--- src/rtl/bp_pkg.sv ---
`timescale 1ns/1ps
package bp_pkg;

    typedef enum logic [1:0] {
        BP_FIXED = 2'd0,
        BP_LAST  = 2'd1,
        BP_BTFN  = 2'd2,
        BP_SAT2  = 2'd3
    } bp_mode_e;

    typedef logic [1:0] slot_t;

    // Saturating two-bit step: taken moves toward 11, not taken toward 00.
    function automatic slot_t sat2_step(input slot_t cur, input logic taken);
        slot_t nxt;
        nxt = cur;
        if (taken && (cur != 2'b11)) begin
            nxt = cur + 2'b01;
        end else if (!taken && (cur != 2'b00)) begin
            nxt = cur - 2'b01;
        end
        return nxt;
    endfunction

    // Last-outcome slot stores the outcome in both bits so bit 1 predicts.
    function automatic slot_t last_step(input logic taken);
        return {taken, taken};
    endfunction

endpackage

--- src/rtl/bp_hist_table.sv ---
`timescale 1ns/1ps
module bp_hist_table
    import bp_pkg::*;
#(
    parameter int          IDX_W = 6,
    parameter int          DEPTH = 64,
    parameter logic [1:0]  INIT  = 2'b01
) (
    input  logic             clk,
    input  logic             rst_n,
    input  logic [IDX_W-1:0] rd_idx,
    output slot_t            rd_val,
    input  logic             wr_en,
    input  logic [IDX_W-1:0] wr_idx,
    output slot_t            wr_cur,
    input  slot_t            wr_val
);

    generate
        if (DEPTH == 1) begin : g_shared
            slot_t one_d, one_q;

            always_comb begin
                one_d = one_q;
                if (wr_en) begin
                    one_d = wr_val;
                end
            end

            always_ff @(posedge clk) begin
                if (!rst_n) begin
                    one_q <= INIT;
                end else begin
                    one_q <= one_d;
                end
            end

            assign rd_val = one_q;
            assign wr_cur = one_q;

            logic unused_idx;
            assign unused_idx = ^{rd_idx, wr_idx};
        end else begin : g_table
            slot_t [DEPTH-1:0] ent_d, ent_q;

            always_comb begin
                ent_d = ent_q;
                if (wr_en) begin
                    ent_d[wr_idx] = wr_val;
                end
            end

            always_ff @(posedge clk) begin
                if (!rst_n) begin
                    ent_q <= {DEPTH{INIT}};
                end else begin
                    ent_q <= ent_d;
                end
            end

            // Reads see the registered table, so a same-cycle write is not visible.
            assign rd_val = ent_q[rd_idx];
            assign wr_cur = ent_q[wr_idx];
        end
    endgenerate

endmodule

--- src/rtl/bp_decide.sv ---
`timescale 1ns/1ps
module bp_decide
    import bp_pkg::*;
#(
    parameter bp_mode_e   MODE       = BP_SAT2,
    parameter logic [1:0] INIT_STATE = 2'b01,
    parameter int         PC_W       = 32
) (
    input  logic [PC_W-1:0] pc,
    input  logic [PC_W-1:0] target,
    input  slot_t           slot,
    output logic            taken
);

    logic backward;
    assign backward = (target < pc);

    generate
        if (MODE == BP_FIXED) begin : g_fixed
            logic unused_in;
            assign unused_in = ^{backward, slot};
            assign taken = INIT_STATE[1];
        end else if (MODE == BP_BTFN) begin : g_btfn
            logic unused_in;
            assign unused_in = ^slot;
            assign taken = backward;
        end else begin : g_state
            logic unused_in;
            assign unused_in = backward ^ slot[0];
            assign taken = slot[1];
        end
    endgenerate

endmodule

--- src/rtl/bp_stats.sv ---
`timescale 1ns/1ps
module bp_stats #(
    parameter int CNT_W = 16
) (
    input  logic             clk,
    input  logic             rst_n,
    input  logic             lookup,
    input  logic             miss,
    output logic [CNT_W-1:0] lookups,
    output logic [CNT_W-1:0] misses
);

    typedef struct packed {
        logic [CNT_W-1:0] lookups;
        logic [CNT_W-1:0] misses;
    } stat_t;

    stat_t st_d, st_q;

    always_comb begin
        st_d = st_q;
        if (lookup) begin
            st_d.lookups = st_q.lookups + {{(CNT_W-1){1'b0}}, 1'b1};
        end
        if (miss) begin
            st_d.misses = st_q.misses + {{(CNT_W-1){1'b0}}, 1'b1};
        end
    end

    always_ff @(posedge clk) begin
        if (!rst_n) begin
            st_q <= '0;
        end else begin
            st_q <= st_d;
        end
    end

    assign lookups = st_q.lookups;
    assign misses  = st_q.misses;

endmodule

--- src/rtl/branch_dir_pred.sv ---
`timescale 1ns/1ps
module branch_dir_pred
    import bp_pkg::*;
#(
    parameter bp_mode_e   MODE        = BP_SAT2,
    parameter bit         GLOBAL_HIST = 1'b0,
    parameter logic [1:0] INIT_STATE  = 2'b01,
    parameter int         PC_W        = 32,
    parameter int         IDX_W       = 6,
    parameter int         PC_LSB      = 2,
    parameter int         CNT_W       = 16
) (
    input  logic             clk,
    input  logic             rst_n,
    input  logic             pred_valid,
    input  logic [PC_W-1:0]  pred_pc,
    input  logic [PC_W-1:0]  pred_target,
    output logic             pred_taken,
    input  logic             res_valid,
    input  logic [PC_W-1:0]  res_pc,
    input  logic             res_taken,
    input  logic             res_pred,
    output logic [CNT_W-1:0] pred_count,
    output logic [CNT_W-1:0] mispred_count
);

    localparam bit KEEPS_STATE = (MODE == BP_LAST) || (MODE == BP_SAT2);
    localparam int DEPTH       = GLOBAL_HIST ? 1 : (1 << IDX_W);

    logic [IDX_W-1:0] rd_idx, wr_idx;
    slot_t            rd_slot, wr_cur, wr_new;
    logic             miss;

    assign rd_idx = GLOBAL_HIST ? '0 : pred_pc[PC_LSB +: IDX_W];
    assign wr_idx = GLOBAL_HIST ? '0 : res_pc[PC_LSB +: IDX_W];

    always_comb begin
        if (MODE == BP_LAST) begin
            wr_new = last_step(res_taken);
        end else begin
            wr_new = sat2_step(wr_cur, res_taken);
        end
    end

    generate
        if (KEEPS_STATE) begin : g_hist
            bp_hist_table #(
                .IDX_W (IDX_W),
                .DEPTH (DEPTH),
                .INIT  (INIT_STATE)
            ) u_tab (
                .clk    (clk),
                .rst_n  (rst_n),
                .rd_idx (rd_idx),
                .rd_val (rd_slot),
                .wr_en  (res_valid),
                .wr_idx (wr_idx),
                .wr_cur (wr_cur),
                .wr_val (wr_new)
            );
        end else begin : g_nohist
            logic unused_wr;
            assign unused_wr = ^{wr_idx, wr_new, rd_idx};
            assign rd_slot   = INIT_STATE;
            assign wr_cur    = INIT_STATE;
        end
    endgenerate

    bp_decide #(
        .MODE       (MODE),
        .INIT_STATE (INIT_STATE),
        .PC_W       (PC_W)
    ) u_dec (
        .pc     (pred_pc),
        .target (pred_target),
        .slot   (rd_slot),
        .taken  (pred_taken)
    );

    assign miss = res_valid && (res_taken != res_pred);

    bp_stats #(
        .CNT_W (CNT_W)
    ) u_stats (
        .clk     (clk),
        .rst_n   (rst_n),
        .lookup  (pred_valid),
        .miss    (miss),
        .lookups (pred_count),
        .misses  (mispred_count)
    );

endmodule

--- config.mk ---
export PLATFORM = sky130hd
export DESIGN_NAME = branch_dir_pred
export DESIGN_NICKNAME = d
export VERILOG_FILES = /design/src/rtl/bp_pkg.sv /design/src/rtl/bp_hist_table.sv /design/src/rtl/bp_decide.sv /design/src/rtl/bp_stats.sv /design/src/rtl/branch_dir_pred.sv
export SDC_FILE = /design/constraint.sdc
export NUM_CORES = 1
export LEC_CHECK = 0
export BUFFER_PORTS_ARGS = -buffer_cell sky130_fd_sc_hd__buf_2
export CAP_MARGIN = 20
export CORE_MARGIN = 2
export CORE_UTILIZATION = 40
export CTS_CLUSTER_DIAMETER = 200
export DETAILED_ROUTE_END_ITERATION = 8
export PLACE_DENSITY = 0.61
export SLEW_MARGIN = 0
export SYNTH_ARGS = -nofsm -noshare
export SYNTH_HDL_FRONTEND = slang
export SYNTH_SLANG_ARGS = --single-unit
--- constraint.sdc ---
create_clock -name clk -period 3.6 [get_ports clk]
set_clock_uncertainty 0.05 [all_clocks]
set_input_delay 0.18 -clock clk [delete_from_list [all_inputs] [get_ports clk]]
set_output_delay 0.18 -clock clk [all_outputs]
set_load 0.03 [all_outputs]
==> impl_metrics.json, run 1 <==
{
  "period_share_pct": 88.0,
  "fin_area_um2": 9020,
  "final_antenna_net_count": 0,
  "status": "complete, no violations",
  "dp_hpwl_um": 13700,
  "maxCapViolCount": 0,
  "clk_pin_slew_ps": 70,
  "htree_levels": 4,
  "row_count": 51,
  "cts_sinks": 160,
  "io_buffers": 50,
  "async_reset_ff_share_pct": 0,
  "track_usage_pct": 20.2,
  "p_int_mw": 3.01,
  "synth_mux_area_share_pct": 14.1,
  "post_cts_buffers": 0,
  "tns_ps": 0,
  "worstPathMaxFanout": 36,
  "slew_violations": 0,
  "synth_seq_cells": 160,
  "clkPwrFrac_pct": 45.0,
  "period_minus_slack_ps": 3170,
  "fill_cells": 1835,
  "coreArea_um2": 19300,
  "synthSimpleGateAreaFrac_pct": 19.0,
  "worstHoldEndpoint": "u_stats.lookups[1]",
  "cts_buffers": 17,
  "required_ps": 3830,
  "power_density_nw_per_um2": 450,
  "chipWidth_um": 143,
  "initial_core_util_pct": 40.4,
  "combPwrFrac_pct": 10.8,
  "multi_input_area_um2": 4280,
  "synth-compound-area-share_pct": 18.0,
  "ys_warn_count": 0,
  "wl_um": 20100,
  "r2r_slack_ps": 430,
  "p_seq_share_pct": 44.2,
  "synthXorXnorAreaFrac_pct": 3.17,
  "setup_viol": 0,
  "synth_top_family_by_area": "simple AND/OR/NAND/NOR gates",
  "antenna_found_initial": 0,
  "cp-end-kind": "register",
  "worstReg2RegEnd": "g_hist.u_tab.g_table.ent_q[94]",
  "syn_inst": 806,
  "fmax_ghz": 0.316,
  "synth-edff-count": 0,
  "gp_congestion": 0.829,
  "nets": 958,
  "via_per_inst": 5.59,
  "ys_seq_area_share_pct": 41.2,
  "area_growth_pct": 16.0,
  "grt_max_degree": 79,
  "drtIter0Drc": 588,
  "dpl_worst_slack_ps": 80.7,
  "cts_resized": 0,
  "hold_class": "in2reg",
  "remaining_drc_errors": 0,
  "finalWorstSetupSlack_ps": 431,
  "crit_type": "reg2reg",
  "final_common_cell": "dfxtp_1",
  "synthFlopType": "dfxtp_1",
  "tritoncts": "built",
  "n_antenna_cell": 0,
  "grt_pass1_wl_um": 32000,
  "vias": 6318,
  "grt_pass1_vias": 5984,
  "final_hold_viol_count": 0,
  "synth_fa_ha_area_share_pct": 0.643,
  "wl_per_cell_um": 17.8,
  "drt_first_pass_iters": 6,
  "io_pins": 135,
  "relSlewSlack_pct": 45.0,
  "regArea_um2": 3200,
  "hold_path_depth": 3,
  "tightest_slew_ps": 825,
  "hold_slack_ps": 44.6,
  "cts_buffer_depth": 2,
  "dieArea_um2": 20600,
  "drive_gt1_share_pct": 24.7,
  "rsz0062_at_grt": "false",
  "clk_latency_ps": 420,
  "holdBufCountCts": 0,
  "ys_types": 46,
  "dpl_cell_area_um2": 8430,
  "p_leak_nw": 3.63,
  "cp-start-kind": "register",
  "reg2regPathDepth": 11,
  "cts-root-buf": "clkbuf_16",
  "vdd_drop_max_mv": 0.223,
  "overflow": 0,
  "avgSynthCellArea_um2": 9.66,
  "die_h_um": 143,
  "most-common-layout-cells": "160 x dfxtp_1, 153 x nand2_1, 71 x o21ai_0, 70 x nand3_1, 49 x buf_2",
  "cp.arrival_ps": 3400,
  "syn-cell-area_um2": 7780,
  "power_switching_mw": 1.05,
  "rr_startpoint": "g_hist.u_tab.g_table.ent_q[14]",
  "synth_fp_nets": 912,
  "swShare_pct": 25.9,
  "min_from": "pred_valid"
}
==> kinds of logic (layout without fill, tap and decap cells) <==
logic type               count (synthesis)  in the layout
AO/OA/AOI/OAI                          180            180
XOR/XNOR                                26             26
adder cells (fa/ha/maj)                  4              4
buffers and inverters                   62            121
flip-flops                             160            160
multiplexers                            59             59
AND/OR/NAND/NOR                        315            315
==> synthesized netlist by cell type (10+ instances only) <==
| master | n | area, µm² |
|---|---|---|
| dfxtp_1 | 160 | 3200 |
| nand2_1 | 153 | 574 |
| o21ai_0 | 71 | 355 |
| nand3_1 | 70 | 350 |
| o211ai_2 | 40 | 500 |
| mux4_2 | 39 | 878 |
| clkbuf_1 | 29 | 109 |
| and2_1 | 24 | 150 |
| o211ai_1 | 24 | 180 |
| xnor2_1 | 18 | 158 |
| mux2_2 | 13 | 146 |
| nor2_1 | 13 | 48.8 |
| a221oi_1 | 12 | 105 |
| and3_1 | 12 | 75.1 |
| nand4_1 | 10 | 62.6 |
==> state kept, by name (all words and copies together) (netlist names) <==
signal / flops
u_stats.misses: 16
g_hist.u_tab.g_table.ent_q: 128
u_stats.lookups: 16
==> stage by stage <==
stage | util, % | total power [mW] | cells
final | 46.8 | 4.06 | 1130
after global routing | 46.8 | 4.19 | 1130
after CTS | 46.8 | 4.08 | 1130
after detailed placement | 43.7 | 2.27 | 1098
after global placement | 43.7 | 2.26 | 1098
after floorplan | - | 2.14 | 806
==> cell type report <==
| class | count | share of cell area [%] |
|---|---|---|
| Clock inverter | 12 | 1.47 |
| Multi-Input combinational cell | 584 | 47.4 |
| Tap cell | 265 | 3.67 |
| Clock buffer | 20 | 5.17 |
| Sequential cell | 160 | 35.5 |
| Timing Repair Buffer | 84 | 6.60 |
| Inverter | 5 | 0.208 |
==> power groups by stage <==
| stage | clock, mW | sequential, mW | combinational [mW] |
|---|---|---|---|
| after floorplan | 0 | 1.84 | 0.298 |
| after global placement | 0 | 1.83 | 0.432 |
| after detailed placement | 0 | 1.83 | 0.436 |
| after CTS | 1.85 | 1.79 | 0.436 |
| after global routing | 1.93 | 1.79 | 0.466 |
| final | 1.83 | 1.79 | 0.437 |
==> metal layers <==
metal	vias up	routed length [µm]	track usage (%)
met1	3009	9220	26.9
met4	0	644	8.93
li1	3061	-	-
met5	-	0	0
met2	204	9270	32.8
met3	44	1020	2.83
==> worst max-delay path, cell delays in order, from the launching register on <==
cell      delay (ps)
dfxtp_1          320
mux4_2           450
mux2_2           310
a221oi_1         470
nand3_2          140
buf_4            180
ha_1             200
nand2_1           90
and2_1           210
xnor2_4          160
buf_12           270
o211ai_1         140
==> how the worst max path moves through the flow <==
stage                                               from  cells after the start                             end
final                     g_hist.u_tab.g_table.ent_q[14]                     11  g_hist.u_tab.g_table.ent_q[94]
after floorplan                                res_pc[4]                     14  g_hist.u_tab.g_table.ent_q[41]
after global placement                         res_pc[2]                     14  g_hist.u_tab.g_table.ent_q[78]
after CTS                 g_hist.u_tab.g_table.ent_q[14]                     11  g_hist.u_tab.g_table.ent_q[94]
after global routing       g_hist.u_tab.g_table.ent_q[2]                     11  g_hist.u_tab.g_table.ent_q[59]
after detailed placement                       res_pc[2]                     14  g_hist.u_tab.g_table.ent_q[80]
Power figures use the tool's default switching activity.
==> run 2: changes to the inputs <==
--- a/config.mk
+++ b/config.mk
@@ -5,13 +5,14 @@
 export SDC_FILE = /design/constraint.sdc
 export NUM_CORES = 1
 export LEC_CHECK = 0
-export BUFFER_PORTS_ARGS = -buffer_cell sky130_fd_sc_hd__buf_2
+export BUFFER_PORTS_ARGS = -buffer_cell sky130_fd_sc_hd__buf_4
 export CAP_MARGIN = 20
 export CORE_MARGIN = 2
 export CORE_UTILIZATION = 40
 export CTS_CLUSTER_DIAMETER = 200
 export DETAILED_ROUTE_END_ITERATION = 8
 export PLACE_DENSITY = 0.61
+export SKIP_CTS_REPAIR_TIMING = 1
 export SLEW_MARGIN = 0
 export SYNTH_ARGS = -nofsm -noshare
 export SYNTH_HDL_FRONTEND = slang
==> run 2 against run 1 <==
  * First-iteration DRC count is 13% lower
  * Power fell by 0.80%
  * Global-route usage down 0.23 points
  * Clock power fell by 3%
  * Worst setup slack improved by 1.7 ps
  * Combinational power is 3% higher
  * Non-clock buffer count down 3
  * Die area did not move
  * Via count decreased by 0.84%
==> impl_metrics.json, run 2 (synthesis gave the netlist of run 1 again) <==
{
  "status": "complete, no violations",
  "relSlewSlack_pct": 48.3,
  "drtIter0Drc": 511,
  "die_h_um": 143,
  "drive_gt1_share_pct": 24.4,
  "dp_hpwl_um": 13600,
  "final_common_cell": "dfxtp_1",
  "setup_viol": 0,
  "wl_per_cell_um": 17.7,
  "dpl_cell_area_um2": 8520,
  "via_per_inst": 5.56,
  "hold_class": "in2reg",
  "cts_buffer_depth": 2,
  "io_pins": 135,
  "fmax_ghz": 0.316,
  "cts-root-buf": "clkbuf_16",
  "power_density_nw_per_um2": 442,
  "n_antenna_cell": 0,
  "most-common-layout-cells": "160 x dfxtp_1, 153 x nand2_1, 75 x buf_4, 71 x o21ai_0, 70 x nand3_1",
  "period_share_pct": 88.0,
  "dieArea_um2": 20600,
  "clk_latency_ps": 420,
  "io_buffers": 50,
  "p_leak_nw": 3.61,
  "final_hold_viol_count": 0,
  "crit_path_cell_trace": "mux4_2, mux2_2, a221oi_1, nand3_2, inv_1, ha_1, nand2b_1, and2_1, xnor2_4, buf_12, o211ai_1",
  "crit_type": "reg2reg",
  "required_ps": 3830,
  "grt_max_degree": 61,
  "cp.buffers_inverters": 2,
  "coreArea_um2": 19300,
  "regMostFlops": "g_hist.u_tab.g_table.ent_q",
  "cts_buffers": 17,
  "cp-start-kind": "register",
  "largest_register_ffs": 128,
  "track_usage_pct": 20.0,
  "antenna_found_initial": 0,
  "htree_levels": 4,
  "cp-end-kind": "register",
  "fin_area_um2": 9100,
  "cp.arrival_ps": 3390,
  "row_count": 51,
  "cts_sinks": 160,
  "rsz0062_at_grt": "false",
  "grt_pass1_vias": 5719,
  "grt_pass1_wl_um": 31700,
  "remaining_drc_errors": 0,
  "area_growth_pct": 16.9,
  "nets": 955,
  "tightest_slew_ps": 770,
  "initial_core_util_pct": 40.4,
  "final_antenna_net_count": 0,
  "tns_ps": 0,
  "slew_violations": 0,
  "maxCapViolCount": 0,
  "drt_first_pass_iters": 5,
  "dpl_worst_slack_ps": 39.0,
  "gp_congestion": 0.843,
  "clk_pin_slew_ps": 60,
  "overflow": 0,
  "cp_top_family": "multiplexers",
  "wl_um": 19900,
  "tritoncts": "built",
  "critical_path.max_stage_delay_ps": 460,
  "period_minus_slack_ps": 3170,
  "cpMaxStageDelayCell": "mux4_2",
  "worstPathMaxFanout": 27,
  "chipWidth_um": 143,
  "finalWorstSetupSlack_ps": 433,
  "vdd_drop_max_mv": 0.191,
  "vias": 6265
}
## run 2: routing by layer
layer	part of all wire [%]	up-vias	track usage [%]
li1	-	3048	-
met1	45	2977	27.4
met2	46	207	31.8
met3	6.6	33	3.57
met4	2.4	0	6.76
met5	0	-	0
## run 2: power breakdown
part	internal, mW	leakage, nW	switching (mW)	total, mW
combinational	0.156	2.03	0.296	0.452
sequential	1.78	1.29	0.0108	1.79
clock	1.07	0.289	0.709	1.78
## run 2: path summary, 6_finish.rpt
kind | slack (ps) | start | cells after the start | endpoint
worst max-delay path | 430 | g_hist.u_tab.g_table.ent_q[12] | 11 | g_hist.u_tab.g_table.ent_q[10]
worst max register to register | 430 | g_hist.u_tab.g_table.ent_q[12] | 11 | g_hist.u_tab.g_table.ent_q[10]
worst min-delay path | 10 | pred_valid | 3 | u_stats.lookups[1]
worst min register to register | 420 | g_hist.u_tab.g_table.ent_q[8] | 2 | g_hist.u_tab.g_table.ent_q[8]
## run 2: cell type report
type                    instances  area [µm²]
repair buffers                 81         683
well taps                     265         332
inverters                       5        18.8
clock inverters                10         110
multi-input cells             584        4280
fillers                      1771       10200
clock buffers                  21         470
flip-flops and latches        160        3200
## run 2: per-stage QoR
stage               instances  util [%]  total power [mW]  hold slack, ps
global route             1126      47.2              4.17            54.1
finish                   1126      47.2              4.02            10.9
CTS                      1126      47.2              4.05            1.28
floorplan                 806         -              2.14             304
detailed placement       1095      44.2              2.28             410
global placement         1095      44.2              2.28             402
## run 2: tightest hold or removal path, delay by kind of cell
kind	cells	cell delay, ps
simple gates	1	90
buf+inv	1	110
mux	1	70
